--- src/rtl/rxr_pkg.sv ---
package rxr_pkg;
   typedef enum logic [2:0] {
      S_FETCH, S_FLAGS, S_AREQ, S_ADDR, S_RECV, S_DROP, S_STALL, S_WB
   } rx_state_t;

   localparam int OWN_BIT    = 31;
   localparam int SMALL_BIT  = 30;
   localparam int DESC_BYTES = 8;
   localparam int PTR_OFS    = 4;
endpackage

--- src/rtl/rxr_ring_idx.sv ---
module rxr_ring_idx #(
   parameter int ADDR_W    = 32,
   parameter int RING_SIZE = 16
) (
   input  logic              clk,
   input  logic              rst_n,
   input  logic              base_wr,
   input  logic [ADDR_W-1:0] base_data,
   input  logic              adv,
   output logic [ADDR_W-1:0] desc_addr
);
   localparam int IDX_W = $clog2(RING_SIZE);

   logic [ADDR_W-1:0] base_q;
   logic [IDX_W-1:0]  idx_q;

   generate
      if (RING_SIZE < 2 || (RING_SIZE & (RING_SIZE - 1)) != 0) begin : g_bad_ring
         $error("RING_SIZE must be a power of two of at least 2");
      end
   endgenerate

   always_ff @(posedge clk or negedge rst_n) begin
      if (!rst_n) begin
         base_q <= '0;
         idx_q  <= '0;
      end else if (base_wr) begin
         base_q <= base_data;
         idx_q  <= '0;
      end else if (adv) begin
         idx_q <= idx_q + 1'b1;
      end
   end

   assign desc_addr = base_q + (ADDR_W'(idx_q) << $clog2(rxr_pkg::DESC_BYTES));

   AST_IDX_STEP: assert property (@(posedge clk) disable iff (!rst_n)
      (idx_q != $past(idx_q)) |-> ($past(base_wr) || idx_q == IDX_W'($past(idx_q) + 1'b1)))
      else $error("index moved other than by one step");
   AST_BASE_RESTART: assert property (@(posedge clk) disable iff (!rst_n)
      $past(base_wr) |-> (idx_q == '0))
      else $error("index not reset by base write");
endmodule

--- src/rtl/rxr_status.sv ---
module rxr_status #(
   parameter int DROP_W = 8
) (
   input  logic              clk,
   input  logic              rst_n,
   input  logic              done,
   input  logic              small_evt,
   input  logic              drop_evt,
   input  logic              int_clr,
   input  logic              irq_mask,
   output logic              irq,
   output logic              pend,
   output logic              stat_drop,
   output logic              stat_small,
   output logic [DROP_W-1:0] drop_cnt
);
   generate
      if (DROP_W < 1 || DROP_W > 32) begin : g_bad_cnt
         $error("DROP_W must lie in 1..32");
      end
   endgenerate

   always_ff @(posedge clk or negedge rst_n) begin
      if (!rst_n) begin
         pend       <= 1'b0;
         stat_drop  <= 1'b0;
         stat_small <= 1'b0;
         drop_cnt   <= '0;
      end else begin
         if (done)         pend <= 1'b1;
         else if (int_clr) pend <= 1'b0;
         if (drop_evt)     stat_drop <= 1'b1;
         else if (int_clr) stat_drop <= 1'b0;
         if (done && small_evt) stat_small <= 1'b1;
         else if (int_clr)      stat_small <= 1'b0;
         if (drop_evt && drop_cnt != '1) drop_cnt <= drop_cnt + 1'b1;
      end
   end

   assign irq = pend & ~irq_mask;

   AST_DROP_CAUSE: assert property (@(posedge clk) disable iff (!rst_n)
      (drop_cnt != $past(drop_cnt)) |-> $past(drop_evt))
      else $error("drop count moved without a drop");
   AST_IRQ_CLEARED: assert property (@(posedge clk) disable iff (!rst_n)
      $past(int_clr && !done) |-> !pend)
      else $error("pending interrupt survived a clear");
endmodule

--- src/rtl/rxring_dma.sv ---
module rxring_dma #(
   parameter int ADDR_W    = 32,
   parameter int RING_SIZE = 16,
   parameter int BUF_BYTES = 1600,
   parameter int DROP_W    = 8
) (
   input  logic              clk,
   input  logic              rst_n,
   input  logic              in_valid,
   input  logic [7:0]        in_data,
   input  logic              in_last,
   output logic              in_ready,
   output logic              mem_req,
   output logic              mem_we,
   output logic [ADDR_W-1:0] mem_addr,
   output logic [3:0]        mem_be,
   output logic [31:0]       mem_wdata,
   input  logic [31:0]       mem_rdata,
   input  logic              base_wr,
   input  logic [ADDR_W-1:0] base_data,
   input  logic              wake,
   input  logic              irq_mask,
   input  logic              int_clr,
   output logic              irq,
   output logic              stat_drop,
   output logic              stat_small,
   output logic [DROP_W-1:0] drop_cnt
);
   import rxr_pkg::*;

   localparam int LEN_W = $clog2(BUF_BYTES + 1);

   generate
      if (LEN_W > SMALL_BIT) begin : g_bad_len
         $error("BUF_BYTES too large for the length field");
      end
      if (ADDR_W < 8 || ADDR_W > 32) begin : g_bad_addr
         $error("ADDR_W must lie in 8..32");
      end
   endgenerate

   rx_state_t         st;
   logic [LEN_W-1:0]  buf_len;
   logic [LEN_W-1:0]  cnt;
   logic [ADDR_W-1:0] buf_addr;
   logic [ADDR_W-1:0] desc_addr;
   logic [ADDR_W-1:0] byte_addr;
   logic              small_q;
   logic              fits;
   logic              accept;
   logic              done;
   logic              drop_evt;
   logic              pend;

   assign in_ready  = (st == S_RECV) || (st == S_STALL) || (st == S_DROP);
   assign accept    = in_valid && in_ready;
   assign fits      = cnt < buf_len;
   assign done      = (st == S_WB);
   assign drop_evt  = accept && in_last && ((st == S_STALL) || (st == S_DROP));
   assign byte_addr = buf_addr + ADDR_W'(cnt);

   rxr_ring_idx #(.ADDR_W(ADDR_W), .RING_SIZE(RING_SIZE)) u_idx (
      .clk       (clk),
      .rst_n     (rst_n),
      .base_wr   (base_wr),
      .base_data (base_data),
      .adv       (done),
      .desc_addr (desc_addr)
   );

   rxr_status #(.DROP_W(DROP_W)) u_stat (
      .clk        (clk),
      .rst_n      (rst_n),
      .done       (done),
      .small_evt  (small_q),
      .drop_evt   (drop_evt),
      .int_clr    (int_clr),
      .irq_mask   (irq_mask),
      .irq        (irq),
      .pend       (pend),
      .stat_drop  (stat_drop),
      .stat_small (stat_small),
      .drop_cnt   (drop_cnt)
   );

   always_ff @(posedge clk or negedge rst_n) begin
      if (!rst_n) begin
         st       <= S_FETCH;
         buf_len  <= '0;
         buf_addr <= '0;
         cnt      <= '0;
         small_q  <= 1'b0;
      end else if (base_wr) begin
         st      <= S_FETCH;
         cnt     <= '0;
         small_q <= 1'b0;
      end else begin
         case (st)
            S_FETCH: st <= S_FLAGS;
            S_FLAGS: begin
               if (mem_rdata[OWN_BIT]) begin
                  buf_len <= mem_rdata[LEN_W-1:0];
                  st      <= S_AREQ;
               end else begin
                  st <= S_STALL;
               end
            end
            S_AREQ: st <= S_ADDR;
            S_ADDR: begin
               buf_addr <= mem_rdata[ADDR_W-1:0];
               cnt      <= '0;
               small_q  <= 1'b0;
               st       <= S_RECV;
            end
            S_RECV: begin
               if (in_valid) begin
                  cnt <= cnt + 1'b1;
                  if (!fits) small_q <= 1'b1;
                  if (in_last) st <= S_WB;
               end
            end
            S_STALL: begin
               if (in_valid)  st <= in_last ? S_FETCH : S_DROP;
               else if (wake) st <= S_FETCH;
            end
            S_DROP: if (in_valid && in_last) st <= S_FETCH;
            S_WB:   st <= S_FETCH;
            default: st <= S_FETCH;
         endcase
      end
   end

   always_comb begin
      mem_req   = 1'b0;
      mem_we    = 1'b0;
      mem_addr  = desc_addr;
      mem_be    = 4'h0;
      mem_wdata = '0;
      case (st)
         S_FETCH: mem_req = 1'b1;
         S_AREQ: begin
            mem_req  = 1'b1;
            mem_addr = desc_addr + ADDR_W'(PTR_OFS);
         end
         S_RECV: begin
            mem_req   = accept && fits;
            mem_we    = 1'b1;
            mem_addr  = byte_addr;
            mem_be    = 4'b0001 << byte_addr[1:0];
            mem_wdata = {4{in_data}};
         end
         S_WB: begin
            mem_req              = 1'b1;
            mem_we               = 1'b1;
            mem_be               = 4'hF;
            mem_wdata[LEN_W-1:0] = cnt;
            mem_wdata[SMALL_BIT] = small_q;
         end
         default: ;
      endcase
   end

   AST_ONE_LANE: assert property (@(posedge clk) disable iff (!rst_n)
      (mem_req && mem_we && st == S_RECV) |-> ($countones(mem_be) == 1))
      else $error("buffer write touches more than one lane");
   AST_NO_OVERRUN: assert property (@(posedge clk) disable iff (!rst_n)
      (mem_req && mem_we && st == S_RECV) |-> ((mem_addr - buf_addr) < ADDR_W'(buf_len)))
      else $error("write beyond the programmed buffer");
   AST_WB_AFTER_LAST: assert property (@(posedge clk) disable iff (!rst_n)
      (st == S_WB) |-> $past(in_valid && in_last && st == S_RECV))
      else $error("descriptor written back before the last byte");
   AST_DROP_QUIET: assert property (@(posedge clk) disable iff (!rst_n)
      (st == S_DROP || st == S_STALL) |-> !mem_req)
      else $error("memory touched while dropping");
   AST_IRQ_AFTER_WB: assert property (@(posedge clk) disable iff (!rst_n)
      $rose(pend) |-> $past(st == S_WB))
      else $error("interrupt without a completion");
endmodule

--- config.mk ---
export PLATFORM = sky130hd
export DESIGN_NAME = rxring_dma
export DESIGN_NICKNAME = d
export VERILOG_FILES = /design/src/rtl/rxr_pkg.sv /design/src/rtl/rxr_ring_idx.sv /design/src/rtl/rxr_status.sv /design/src/rtl/rxring_dma.sv
export SDC_FILE = /design/constraint.sdc
export NUM_CORES = 1
export LEC_CHECK = 0
export ABC_AREA = 1
export BUFFER_PORTS_ARGS = -buffer_cell sky130_fd_sc_hd__buf_2
export CAP_MARGIN = 20
export CORE_MARGIN = 8
export CORE_UTILIZATION = 30
export CTS_CLUSTER_DIAMETER = 30
export DETAILED_ROUTE_END_ITERATION = 7
export HOLD_SLACK_MARGIN = 0.08
export MAX_ROUTING_LAYER = met4
export PLACE_DENSITY_LB_ADDON = 0.15
export SLEW_MARGIN = 20
export SYNTH_ARGS = -nofsm -noshare
export SYNTH_HDL_FRONTEND = slang
export SYNTH_HIERARCHICAL = 1
export SYNTH_SLANG_ARGS = --single-unit
--- constraint.sdc ---
create_clock -name clk -period 3.65 [get_ports clk]
set_input_delay 0.365 -clock clk [delete_from_list [all_inputs] [get_ports clk]]
set_output_delay 0.365 -clock clk [all_outputs]
set_load 0.1 [all_outputs]
* Yosys cells after proc, flatten, opt, wreduce, memory -nomap -nowiden
Cells that the tools add are included.
** Storage, ports and cells
- Bits of input ports :: 80
- Bits in registers :: 105
** Operators by class
- Add/sub/neg operators :: 6
- Muxes and demuxes :: 30
- Magnitude comparators :: 1
- Reductions and logical operators :: 23
- Equality and inequality tests :: 13
- Shift operators :: 1
- Bitwise logic cells :: 3
** Operator list (number)
- 32-bit case mux with 2 select lines :: 1
- 11-bit case mux with 2 select lines :: 2
- 32-bit by 11-bit adder with 32-bit output :: 1
- 32-bit by 3-bit adder with 32-bit output, second input constant :: 1
- 32-bit by 7-bit adder with 32-bit output :: 1
- 3-bit two-way mux :: 8
- 3-bit case mux with 8 select lines :: 1
- 11-bit two-way mux :: 2
- 19-bit two-way mux :: 1
- 3-bit == test, second input constant :: 4
- 11-bit by 1-bit adder with 11-bit output, second input constant :: 1
- 11-bit < comparator :: 1
- 1-bit two-way mux :: 9
- 3-bit inequality test, second input constant :: 3
- 8-bit by 1-bit adder with 8-bit output, second input constant :: 1
- 4-bit two-way mux :: 2
- 8-bit inequality test, second input constant :: 1
- 4-bit case mux with 2 select lines :: 1
- 2-bit nonzero test :: 4
- 1-bit logical AND :: 7
- 3-bit by 2-bit == test with 1-bit output, second input constant :: 2
- 1-bit case mux with 2 select lines :: 3
- 3-bit AND reduction :: 2
- 4-bit by 1-bit adder with 4-bit output, second input constant :: 1
- other kinds (13) :: 17

* Longest topological paths before layout
- Depth after elaboration :: 7
- Mapped depth :: 17
- Mapped depth without buffers :: 17

* Cells and area by module
The synthesis kept the hierarchy.
** Modules (own cells, without submodules)
- rxring_dma :: cells an instance 968, instances 1, seq. area each 1451.4 sq um, area each 5829.3 sq um
- rxr_ring_idx :: cells an instance 347, instances 1, seq. area each 900.9 sq um, area each 2378.5 sq um
- rxr_status :: cells an instance 77, instances 1, seq. area each 275.3 sq um, area each 596.8 sq um

* Worst setup path before layout
Ideal clock, no wire load.
- Path kind :: reg2out
- Start point :: reg cnt[0]
- End point :: out mem_be[0]
- Arrival time :: 3.403 ns
- Path slack :: -0.118 ns
- Cell stages (with the launch flop) :: 4
- Cells stage by stage :: dfrtp_1 > ha_1 > fa_1 > o31ai_1
** Between the ends
- Word-level cells in the longest chain between the ends :: 3
** Ends and longest elaborated chain
- from (decl) :: line rxring_dma.sv:44 : logic [LEN_W-1:0] cnt;
- from (signal assigned) :: line rxring_dma.sv:117 : cnt <= cnt + 1'b1;
- 32-bit by 11-bit adder with 32-bit output :: line rxring_dma.sv:60 : assign byte_addr = buf_addr + ADDR_W'(cnt);
- 1-bit by 2-bit << shifter with 4-bit output :: line rxring_dma.sv:149 : mem_be = 4'b0001 << byte_addr[1:0];
- 4-bit case mux with 2 select lines :: line rxring_dma.sv:139 : case (st)
- to (decl) :: line rxring_dma.sv:16 : output logic [3:0] mem_be,
No other way between the ends.

* Worst setup path in the final report
- Start point :: reg u_idx.base_q[3]
- End point :: out mem_addr[24]
** Between the ends
- Word-level cells in the longest chain between the ends :: 3
** Ends and longest elaborated chain
- from (decl) :: line rxr_ring_idx.sv:14 : logic [ADDR_W-1:0] base_q;
- from (signal assigned) :: line rxr_ring_idx.sv:28 : base_q <= base_data;
- 32-bit by 7-bit adder with 32-bit output :: line rxr_ring_idx.sv:35 : assign desc_addr = base_q + (ADDR_W'(idx_q) << $clog2(rxr_pkg::DESC_BYTES));
- net desc_addr[9] :: line rxring_dma.sv:46 : logic [ADDR_W-1:0] desc_addr;
- 32-bit by 3-bit adder with 32-bit output :: line rxring_dma.sv:143 : mem_addr = desc_addr + ADDR_W'(PTR_OFS);
- 32-bit case mux with 2 select lines :: line rxring_dma.sv:139
- to (decl) :: line rxring_dma.sv:15 : output logic [ADDR_W-1:0] mem_addr,
The timed path passes the listed nets, and every way through them passes these cells.

==> metrics <==
DRT Wirelength=31300 um; fmax=284 MHz; Adder-Cell Fraction of Synth Area=4.58%; Tmin final=between 3 and 4 ns; setup violators final=0; max cap viols=0; Detailed Route Iter0 Violations=519; xor-xnor portion of the synthesized cell area=approximately 1.7%; I/O pins=roughly 160; hold-fix buffers at CTS=0; critical path cell sequence=ha_4 > fa_2 > nand2_2 > nand2_4 > nand3b_1 > xor2_2 > nand2_1 > nor2_2 > nand2_2 > nor2_4 > nand2_2 > o21bai_1 > nand3_2 > nand3_2 > buf_12; routed wl met2=between 15000 and 20000 um; worst slew pin tran=between 0.7 and 0.8 ns; Leak=between 5 and 6 nW; CP Max Fanout=5; Synth Area in Simple Gates=a little over two fifths; Yosys top cell area share=29.8%; diode count=0; CTS root buf=clkbuf_16; DRC=0; Met3 Routed Length=985 um; Final period util=96.6%; hold crit path type=primary input to async pin; Die Area=0.0351 mm2; syn_nets=1503; Multi-input gate area=between 0.005 and 0.006 mm2; CTS buffer count=9; sw frac=between 50 and 60%; skew final=0.0121 ns; largest family of logic cells by synthesized area=simple AND/OR/NAND/NOR gates; initial antenna violation count=0; antenna-violating nets left=0; Yosys top cell by area=dfrtp_1; CP endpoint kind=output pin; Post-Syn Instances=~1400; Avg Cell Area, Syn=6.33 um2; Metal-1 WL=between 10000 and 15000 um; layout cells sized above 1=22.3%; crit path DAT=~3.2 ns; crit start category=register; status=complete, no violations; Worst-path clk slew=0.08 ns; Die Height=187 um; 1st-pass router iterations=5; compound-cell area share of the yosys netlist=9.42%; Die X-Extent=around 190 um; Final Hold Fails=0; relative max-transition margin=47.6%; core region area=around 0.029 mm2; Initial Util=30.6%; PwrDens=649 mW/mm2; DPL Wire Length=25400 um; placed insts=about 1900; YS warnings=6; Synth Register Bits=105; WHS=about 0.041 ns; Cell variety after synth=48; global-route wire length before repair=50300 um; post-DR wirelength/cell=16.2 um; area occupied by registers=between 0.002 and 0.003 mm2; clock tree sinks=105; DR vias/cell=about 4.8; Max IR drop VDD=roughly 0.00032 V; Area Overhead vs Synth=27.6%; Layout Nets=1660; largest net degree at the start of global routing=57; sequential area share after synthesis=about 30%; vias in the first global route=around 9000; number of I/O port buffers=161; Seq pwr share=24.7%; main area contributors after synthesis=dfrtp_1 (30%), nand2_1 (19%), nand3_1 (9.1%); setup TNS=0 ns; top sig layer=met4; cell mode on critical path=nand2_2; Final Max Tran Viols=0; CP max stage delay=0.42 ns; Worst EP required=3.28 ns; fin worst setup slack=0.126 ns; clock power share=13.6%; CP max stage cell=dfrtp_1; Int Pwr=approximately 3.2 mW; CTS tree=built; Clk Latency, worst-skew pair=roughly 0.36 ns; P_sw=4.08 mW; RSZ-0062 raised after global routing=true; critical setup path kind=register to output pin; fill count=3146; DP Worst Slack=about 0.15 ns; Final Util=39.0%; Comb pwr share=61.8%; vias=9305; synthesized area=about 0.0088 mm2; multiplexer share of the synthesized area=0.767%; maximum buffer depth of the clock tree=2; row cnt=62; GR Util All Layers=18.3%; GPL Wtd Cong=~0.9; total gr overflow=0; CTS H-tree lvls=3; fin cells=1938
flip-flops by register name, indices dropped and copies added, names as in the netlist:
signal / cells
cnt: 11
u_stat/stat_small: 1
u_stat/pend: 1
u_stat/drop_cnt: 8
st: 3
buf_addr: 32
u_idx/idx_q: 4
buf_len: 11
small_q: 1
u_idx/base_q: 32
u_stat/stat_drop: 1
through the flow:
step                power (mW)  area, um2
detailed placement        6.25      10400
global placement          6.25      10400
CTS                       7.30      10900
global route              7.72      11200
finish                    7.29      11200
floorplan                 4.85       8810
cell families (layout without fill, tap and decap cells):
kind of cell / after synthesis / count (layout)
compound gates: 151 / 151
xor+xnor: 17 / 17
fa+ha+maj: 31 / 31
buf+inv: 238 / 400
flops: 105 / 105
mux: 6 / 6
simple gates: 844 / 844
cells in the mapped netlist (all sizes together):
library cell  number
o221ai             2
nand4             22
o31ai              2
ha                29
xnor2              4
o21bai             7
dfrtp            105
or2                9
inv              193
buf               31
nand2            457
clkinv             1
a22oi              1
xor2              13
and3               2
clkbuf            13
mux2               6
a21o               3
o22ai             12
o21ai             80
nor2             154
a21boi             2
nand3b             7
and2               4
o211ai             2
nand3            162
a21oi             40
nor3              24
nor3b              3
fa                 2
final cells by class:
cell class,count,area share (%)
well taps,384,4.28
inverters,194,6.48
multi-input cells,1049,50.2
flip-flops and latches,105,23.4
repair buffers,190,13.1
clock buffers,10,2.04
clock inverters,6,0.445
worst max-delay path, delay by kind of cell, from the launching register on:
family / cells / cell delay (ns)
xor gates and xnor gates: 1 / 0.27
adders and majority gates: 2 / 0.55
buffers and inverters: 1 / 0.18
DFF: 1 / 0.42
and+or+nand+nor: 10 / 1.22
AOI/OAI and AO/OA: 1 / 0.18
timing repair:
item                                    4_1_cts  5_1_grt
resized for setup                            27       74
buffers inserted                              4        5
endpoints found under the setup margin       23       22
pin swaps                                     6       26
path summary, 6_finish.rpt:
| check | startpoint | end | slack (ns) | cells past startpoint |
|---|---|---|---|---|
| worst max-delay path | u_idx/base_q[3]$_DFFE_PN0P_ | mem_addr[24] | 0.13 | 15 |
| worst min-delay path | rst_n | buf_len[4]$_DFFE_PN0P_ | 0.04 | 1 |
| worst max register to register | st[2]$_DFFE_PN0P_ | buf_addr[13]$_DFFE_PN0P_ | 1.58 | 7 |
| worst min register to register | buf_len[1]$_DFFE_PN0P_ | buf_len[1]$_DFFE_PN0P_ | 0.48 | 2 |
| max in group asynchronous | rst_n | buf_addr[18]$_DFFE_PN0P_ | 2.69 | 2 |
| min in group clk | base_data[19] | u_idx/base_q[19]$_DFFE_PN0P_ | 0.20 | 3 |
per-layer routing:
metal	up-vias	GRT usage (%)
li1	4746	-
met1	4359	22.8
met2	164	30.8
met3	36	2.42
met4	0	5.07
met5	-	-
cells in the final DEF (no fill, tap or decap), types with 4 or more instances in the layout:
cell type,n
nor2_4,16
nand3b_1,7
inv_2,5
xnor2_1,4
ha_1,26
nor2_1,113
nand3_1,138
nor3_1,16
clkbuf_16,9
o21ai_1,12
nor3_4,5
nand3_2,23
nand2_4,6
o21ai_0,67
nand2_2,26
inv_1,188
buf_4,30
buf_2,130
xor2_1,5
mux2_2,6
nor2_2,24
dfrtp_1,105
nand2_1,425
o22ai_1,12
buf_12,30
nand4_1,22
a21oi_1,40
xor2_2,5
or2_2,7
o21bai_1,7
power groups by stage:
stage,registers [mW],logic (mW),clock network (mW)
global placement,1.81,4.44,0
floorplan,1.78,3.06,0
finish,1.80,4.50,0.989
global route,1.85,4.81,1.06
CTS,1.79,4.48,1.03
detailed placement,1.81,4.44,0
Power figures use the tool's default switching activity.
